==> src/rtl/topk_pkg.sv <==
package topk_pkg;

    // Per-slot update decision taken each cycle
    typedef enum logic [1:0] {
        ACT_HOLD   = 2'd0,
        ACT_SHIFT  = 2'd1,
        ACT_INSERT = 2'd2
    } slot_act_e;

endpackage

==> src/rtl/topk_slot_ctrl.sv <==
module topk_slot_ctrl
    import topk_pkg::*;
#(
    parameter int NUM_SLOTS = 3,
    parameter int SCORE_W   = 8
) (
    input  logic                         in_valid,
    input  logic [SCORE_W-1:0]           in_score,
    input  logic [NUM_SLOTS*SCORE_W-1:0] score_flat,
    output slot_act_e [NUM_SLOTS-1:0]    act
);

    logic [NUM_SLOTS-1:0] beats;

    for (genvar g = 0; g < NUM_SLOTS; g++) begin : g_slot
        // strict compare: equal cost never displaces an older entry
        assign beats[g] = in_valid && (in_score < score_flat[g*SCORE_W +: SCORE_W]);
        if (g == 0) begin : g_head
            assign act[g] = beats[g] ? ACT_INSERT : ACT_HOLD;
        end else begin : g_rest
            assign act[g] = !beats[g]    ? ACT_HOLD  :
                            beats[g-1]   ? ACT_SHIFT : ACT_INSERT;
        end
    end

endmodule

==> src/rtl/topk_mv_sub.sv <==
module topk_mv_sub #(
    parameter int COORD_W = 6
) (
    input  logic               filled,
    input  logic [COORD_W-1:0] pos,
    input  logic [COORD_W-1:0] ref_pos,
    output logic [COORD_W:0]   disp
);

    // widen by one bit so the difference is a proper two's complement value
    assign disp = filled ? ({1'b0, pos} - {1'b0, ref_pos}) : '0;

endmodule

==> src/rtl/topk_score_tracker.sv <==
module topk_score_tracker
    import topk_pkg::*;
#(
    parameter int NUM_SLOTS = 3,
    parameter int SCORE_W   = 8,
    parameter int COORD_W   = 6,
    localparam int MV_W     = COORD_W + 1
) (
    input  logic                      clk,
    input  logic                      rst_n,
    input  logic                      in_valid,
    input  logic [SCORE_W-1:0]        in_score,
    input  logic [COORD_W-1:0]        in_x,
    input  logic [COORD_W-1:0]        in_y,
    input  logic [COORD_W-1:0]        ref_x,
    input  logic [COORD_W-1:0]        ref_y,
    input  logic                      frame_done,
    output logic                      out_valid,
    output logic [NUM_SLOTS-1:0]      out_ok,
    output logic [NUM_SLOTS*MV_W-1:0] out_dx,
    output logic [NUM_SLOTS*MV_W-1:0] out_dy
);

    typedef struct packed {
        logic [SCORE_W-1:0] score;
        logic               filled;
        logic [COORD_W-1:0] x;
        logic [COORD_W-1:0] y;
    } slot_t;

    typedef struct packed {
        slot_t [NUM_SLOTS-1:0]           slots;
        logic                            pub;
        logic [NUM_SLOTS-1:0]            ok;
        logic [NUM_SLOTS-1:0][MV_W-1:0]  dx;
        logic [NUM_SLOTS-1:0][MV_W-1:0]  dy;
    } state_t;

    localparam slot_t EMPTY_SLOT = '{score: '1, filled: 1'b0, x: '0, y: '0};

    state_t st_d, st_q, reset_st;

    logic [NUM_SLOTS*SCORE_W-1:0]    score_flat;
    logic [NUM_SLOTS-1:0]            vld_vec;
    slot_t [NUM_SLOTS-1:0]           above;
    slot_act_e [NUM_SLOTS-1:0]       act;
    logic [NUM_SLOTS-1:0][MV_W-1:0]  dx_w;
    logic [NUM_SLOTS-1:0][MV_W-1:0]  dy_w;

    for (genvar g = 0; g < NUM_SLOTS; g++) begin : g_view
        assign score_flat[g*SCORE_W +: SCORE_W] = st_q.slots[g].score;
        assign vld_vec[g] = st_q.slots[g].filled;
        if (g == 0) begin : g_top
            assign above[g] = EMPTY_SLOT;
        end else begin : g_low
            assign above[g] = st_q.slots[g-1];
        end

        topk_mv_sub #(.COORD_W(COORD_W)) u_sub_x (
            .filled  (st_q.slots[g].filled),
            .pos     (st_q.slots[g].x),
            .ref_pos (ref_x),
            .disp    (dx_w[g])
        );
        topk_mv_sub #(.COORD_W(COORD_W)) u_sub_y (
            .filled  (st_q.slots[g].filled),
            .pos     (st_q.slots[g].y),
            .ref_pos (ref_y),
            .disp    (dy_w[g])
        );
    end

    topk_slot_ctrl #(.NUM_SLOTS(NUM_SLOTS), .SCORE_W(SCORE_W)) u_ctrl (
        .in_valid   (in_valid && !frame_done),
        .in_score   (in_score),
        .score_flat (score_flat),
        .act        (act)
    );

    always_comb begin
        reset_st = '0;
        for (int i = 0; i < NUM_SLOTS; i++) begin
            reset_st.slots[i] = EMPTY_SLOT;
        end
    end

    always_comb begin
        st_d     = st_q;
        st_d.pub = 1'b0;
        if (frame_done) begin
            st_d.pub = 1'b1;
            st_d.ok  = vld_vec;
            st_d.dx  = dx_w;
            st_d.dy  = dy_w;
            for (int i = 0; i < NUM_SLOTS; i++) begin
                st_d.slots[i] = EMPTY_SLOT;
            end
        end else begin
            for (int i = 0; i < NUM_SLOTS; i++) begin
                case (act[i])
                    ACT_SHIFT:  st_d.slots[i] = above[i];
                    ACT_INSERT: st_d.slots[i] = '{score: in_score, filled: 1'b1,
                                                  x: in_x, y: in_y};
                    default:    st_d.slots[i] = st_q.slots[i];
                endcase
            end
        end
    end

    always_ff @(posedge clk or negedge rst_n) begin
        if (!rst_n) st_q <= reset_st;
        else        st_q <= st_d;
    end

    assign out_valid = st_q.pub;
    assign out_ok    = st_q.ok;
    assign out_dx    = st_q.dx;
    assign out_dy    = st_q.dy;

endmodule

==> config.mk <==
export PLATFORM = sky130hd
export DESIGN_NAME = topk_score_tracker
export DESIGN_NICKNAME = d
export VERILOG_FILES = /design/src/rtl/topk_pkg.sv /design/src/rtl/topk_slot_ctrl.sv /design/src/rtl/topk_mv_sub.sv /design/src/rtl/topk_score_tracker.sv
export SDC_FILE = /design/constraint.sdc
export NUM_CORES = 1
export LEC_CHECK = 0
export BUFFER_PORTS_ARGS = -buffer_cell sky130_fd_sc_hd__buf_2
export CAP_MARGIN = 20
export CORE_MARGIN = 4
export CORE_UTILIZATION = 34
export CTS_BUF_LIST = sky130_fd_sc_hd__clkbuf_16
export CTS_CLUSTER_SIZE = 28
export DETAILED_ROUTE_END_ITERATION = 10
export HOLD_SLACK_MARGIN = 0.03
export MAX_ROUTING_LAYER = met4
export PLACE_DENSITY = 0.6
export SYNTH_ARGS = -nofsm -noshare
export SYNTH_HDL_FRONTEND = slang
export SYNTH_SLANG_ARGS = --single-unit
==> constraint.sdc <==
create_clock -name clk -period 3.3 [get_ports clk]
set_clock_uncertainty 0.1 [all_clocks]
set_input_delay 0.165 -clock clk [delete_from_list [all_inputs] [get_ports clk]]
set_output_delay 0.165 -clock clk [all_outputs]
set_load 0.05 [all_outputs]
=== After elaboration in Yosys (flattened, before gate mapping) ===
Index checks and enable logic that the tools add are counted.

* Word-level logic and storage cells: 59
* Bits of input ports: 36
* Flip-flop bits (word level): 109

* Equal/unequal tests: 6
* Magnitude comparators: 3
* Reductions and logical operators: 8
* Add/sub/neg operators: 6
* Multiplexer cells: 16

{| class="wikitable"
|+ Operators with widths
! operator !! count
|-
| $pmux 21 s2 || 3
|-
| $mux 63 || 1
|-
| $mux 46 || 1
|-
| $mux 7 || 6
|-
| $sub 6x6->7 || 6
|-
| $lt 8x8->1 || 3
|-
| $mux 2 || 5
|-
| $reduce_bool 3->1 || 3
|-
| $eq 2x1->1 const B || 3
|-
| $eq 2x2->1 const B || 3
|-
| $logic_and 1x1->1 || 4
|-
| $logic_not 1->1 || 1
|}

=== Logic depth before layout (Yosys ltp) ===
* Depth after elaboration: 8
* Mapped depth: 9
* Mapped depth without buffers: 9

=== Modules after synthesis ===
From an unflattened synthesis, not the netlist that was laid out.

* Cell total of the unflattened synthesis: 759
* Area, all modules: 7694.9 sq um

{| class="wikitable"
|+ Modules (own cells, without submodules)
! module !! seq. area each (sq um) !! area an instance (sq um) !! cells an instance !! instances
|-
| topk_score_tracker || 2757.6 || 5245.0 || 433 || 1
|-
| topk_mv_sub || 0.0 || 309.0 || 41 || 6
|-
| topk_slot_ctrl || 0.0 || 595.6 || 80 || 1
|}

=== Worst setup path before layout ===
OpenSTA, ideal clock, no wires.

* Kind: reg2reg
* Start point: reg st_q, in the netlist above[39]
* End point: reg st_q, in the netlist above[42]
* Cell stages (with the launch flop): 9
* Period minus slack after synthesis: 2389 ps
* Buffers on the path: 1
* Required time: 3068 ps
* Path slack: 911 ps
* Data arrival time: 2157 ps
* Cells stage by stage: dfstp_2 > inv_1 > ha_1 > a211oi_1 > nor2_1 > a2111oi_4 > buf_6 > mux2i_1 > o21ai_1

* Longest elaborated chain between the ends: 7

{| class="wikitable"
|+ RTL lines
! element !! line !! text
|-
| from (decl) || topk_score_tracker.sv:41 || <nowiki>state_t st_d, st_q, reset_st;</nowiki>
|-
| from (signal assigned) || topk_score_tracker.sv:111 || <nowiki>if (!rst_n) st_q <= reset_st;</nowiki>
|-
| from (signal assigned) || topk_score_tracker.sv:112 || <nowiki>else st_q <= st_d;</nowiki>
|-
| $lt 8x8->1 * || topk_slot_ctrl.sv:17 || <nowiki>assign beats[g] = in_valid && (in_score < score_flat[g*SCORE_W +: SCORE_W]);</nowiki>
|-
| $logic_and 1x1->1 * || topk_slot_ctrl.sv:17 ||
|-
| $mux 2 * || topk_slot_ctrl.sv:22 || <nowiki>beats[g-1] ? ACT_SHIFT : ACT_INSERT;</nowiki>
|-
| $mux 2 * || topk_slot_ctrl.sv:21 || <nowiki>assign act[g] = !beats[g] ? ACT_HOLD :</nowiki>
|-
| $eq 2x2->1 or $eq 2x1->1 (tied branches) || topk_score_tracker.sv:100 || <nowiki>case (act[i])</nowiki>
|-
| $pmux 21 s2 || topk_score_tracker.sv:100 ||
|-
| $mux 63 || topk_score_tracker.sv:90 || <nowiki>if (frame_done) begin</nowiki>
|}

Every way passes the cells marked *; elsewhere a longest branch is shown, timed or not.
A chain may end at the register's enable or synchronous reset.

=== Worst setup path in the final report ===
* Start point: reg st_q, in the netlist above[57]
* End point: reg st_q[100] in the netlist's numbering

The elaborated chain is that of the path after synthesis.

==> metrics.txt <==
sequential element share of the synthesized area=43.1%; Logic pwr share=30.7%; first-pass GRT wire length=25700 um; die height=145 um; # rows=49; detailed-router iteration count before antenna repair=4; max cap viols=0; status=finished clean; post-layout net count=837; initial antenna violation count=0; Min-Delay Path Class=input port to flop; Final Critical Period=2.58 ns; Starting DRT DRC Count=219; die footprint=about 21000 um2; post-CTS setup buffers=0; H-Tree Depth=3; reg-to-reg slack, setup=between 0.7 and 0.8 ns; Remaining Overflow, GRT=0; Slew @ Worst Pin=0.847 ns; area of the mapped netlist=6400 um2; R2R cell count=8; Final setup viols=0; Critical Path Max Stage Delay=0.55 ns; clock-pin slew on the worst setup and hold paths=0.07 ns; Hold EP=out_dx[0]; Internal=2.64 mW; Syn-to-layout area delta=18.8%; Cell Pwr Density=538 nW/um2; placed cells=just over 900; WP buf/inv=2; die extent in x=~150 um; Critical Path End Type=flop; Antenna Cells=0; root buf cell=clkbuf_16; Synth area leaders=dfrtp_1 33%, ha_1 11%, dfstp_2 9.9%, mux2i_1 9.5%, inv_1 4.1%; Yosys warning total=0; core footprint=18200 um2; CP Max Fanout=13; commonest cells after routing, fill and taps aside=85 x dfrtp_1, 80 x buf_2, 70 x inv_1; Setup TNS=0 ns; total design power=4.09 mW; share of the synthesized area in the top cell type=33.3%; CP max-delay cell=dfstp_2; Flop pwr share=40.8%; Synthesized Nets=743; Final Cycle Share=about four fifths; WP data required=3.44 ns; drc violations=0; leading area contributor after synthesis=dfrtp_1; Port Buffer Count=81; crit-path leading delay family=compound AO/OA/AOI/OAI gates; CTS hold repair buffers=21; number of global-route vias before repair=4921; Peak VDD IR=about 240 uV; Critical Path Start Type=flop; Cells on Worst Hold Path=3; P_leak=3.77 nW; # clock sinks=109; DR vias=4763; RR Endpoint=st_q[100]; WL final=~15000 um; post-synth cell types=41; I/O pins=82; overall routing resource usage=15.3%; wire per inst=15.6 um; Syn Area/Cell=between 9 and 10 um2; Num CTS Buffers=9; PostCTS Resize Cnt=0; power share of the clock group=~28%; Antenna Nets Post-Route=0; clk_lat worst skew=0.35 ns; Post-DP HPWL=approximately 11000 um; Core Util, Final=between 40% and 50%; Data arrival, critical path=2.71 ns; highest clock rate=388 MHz; Initial Util=a little over a third; sw power=1.45 mW; Post-Syn Instances=644; Cell Chain, Critical Path=inv_1 -> ha_1 -> a211o_1 -> a31oi_1 -> o211ai_2 -> buf_4 -> nor2_1 -> mux2i_1; Seq cells post-synth=109; DR vias/cell=4.90; Fin. Hold Viols=0; Post-Layout Cell Count=between 900 and 1000; CTS tree=done; RSZ-0062 raised after global routing=no; switching power share of the total=35.4%; most common cell after layout, fill and taps aside=dfrtp_1; Slew Limit Fails=0; pin count of the biggest net entering global routing=64; Max transition margin=43.4%; RD Place Congestion=between 0.8 and 0.9; layout cells sized above 1=17.9%; Setup CP Type=flop to flop; min-delay src=ref_x[0]; Worst R2R Start=above[57]; Max Buffers Root-to-Sink=2
[worst max-delay path by stage]
stage	depth (start not counted)	startpoint	end
3_3_place_gp	8	above[57]	st_q[100]
4_1_cts	8	above[62]	above[47]
2_1_floorplan	8	above[39]	above[42]
6_report	8	above[57]	st_q[100]
3_5_place_dp	8	above[60]	above[47]
5_1_grt	8	above[60]	above[47]
[worst register-to-register path, stage by stage (launching register included)]
cell	delay, ns
dfstp_2	0.55
inv_1	0.05
ha_1	0.28
a211o_1	0.29
a31oi_1	0.28
o211ai_2	0.42
buf_4	0.34
nor2_1	0.09
mux2i_1	0.07
[synth_stat cells]
cell type,number
dfrtp_1,85
inv_1,70
mux2i_1,61
nand2_1,60
ha_1,57
o21ai_0,45
nor2_1,28
dfstp_2,24
clkbuf_1,22
a21oi_1,21
nand3_1,18
o2bb2ai_1,18
o21ai_1,14
nor2b_1,13
xnor2_1,12
a21o_1,10
nor3_1,8
o31a_1,7
a22o_1,6
and2_1,6
fa_1,6
nor4_1,6
o32ai_1,6
xor2_1,6
nand3b_1,5
a211oi_1,4
buf_2,4
nand2b_1,3
o31ai_1,3
a211o_1,2
a31oi_1,2
buf_6,2
nand4_1,2
a2111oi_4,1
and4_1,1
buf_1,1
buf_4,1
inv_2,1
o211a_1,1
o211ai_1,1
o211ai_2,1
[registers in the layout, summed over array words and instances, names as in the netlist]
name and cells:
score_flat 8, above 42, st_q 13, out_dy 21, out_dx 21, out_ok 3, out_valid 1
[power by group through the flow]
stage | registers (mW) | logic, mW | clock network [mW]
floorplan | 1.98 | 0.600 | 0
global placement | 1.69 | 1.23 | 0
detailed placement | 1.69 | 1.24 | 0
CTS | 1.67 | 1.27 | 1.20
global route | 1.70 | 1.39 | 1.24
finish | 1.67 | 1.25 | 1.16
[per-layer routing]
| layer | vias up | global-route usage (%) | share of wire, % |
|---|---|---|---|
| met2 | 72 | 23.9 | 46 |
| met4 | 0 | 3.42 | 1.0 |
| met1 | 2260 | 20.9 | 50 |
| met5 | - | - | 0 |
| met3 | 11 | 2.96 | 3.2 |
| li1 | 2420 | - | - |
[metrics by stage]
step | setup WS [ns] | area (um2) | hold WS, ns
2_1_floorplan | 0.911 | 6400 | -0.231
3_3_place_gp | 0.774 | 7050 | 0.185
3_5_place_dp | 0.724 | 7050 | 0.185
4_1_cts | 0.704 | 7580 | 0.0863
5_1_grt | 0.562 | 7600 | 0.107
6_report | 0.725 | 7600 | 0.0913
[area by class of cell]
| type | count | area [um2] |
|---|---|---|
| Tap cell | 229 | 287 |
| Inverter | 71 | 267 |
| Clock buffer | 9 | 225 |
| Fill cell | 1759 | 10600 |
| Multi-Input combinational cell | 434 | 3240 |
| Sequential cell | 109 | 2760 |
| Clock inverter | 7 | 90.1 |
| Timing Repair Buffer | 113 | 738 |
[cells by family after synthesis]
kind of cell | count (synthesis) | share of synthesized area [%]
DFF | 109 | 43.1
muxes | 61 | 9.55
AOI/OAI and AO/OA | 142 | 14.7
and+or+nand+nor | 150 | 10.9
adders and majority gates | 63 | 13.0
buffers and inverters | 101 | 6.30
xor gates and xnor gates | 18 | 2.46
Power figures use the tool's default switching activity.
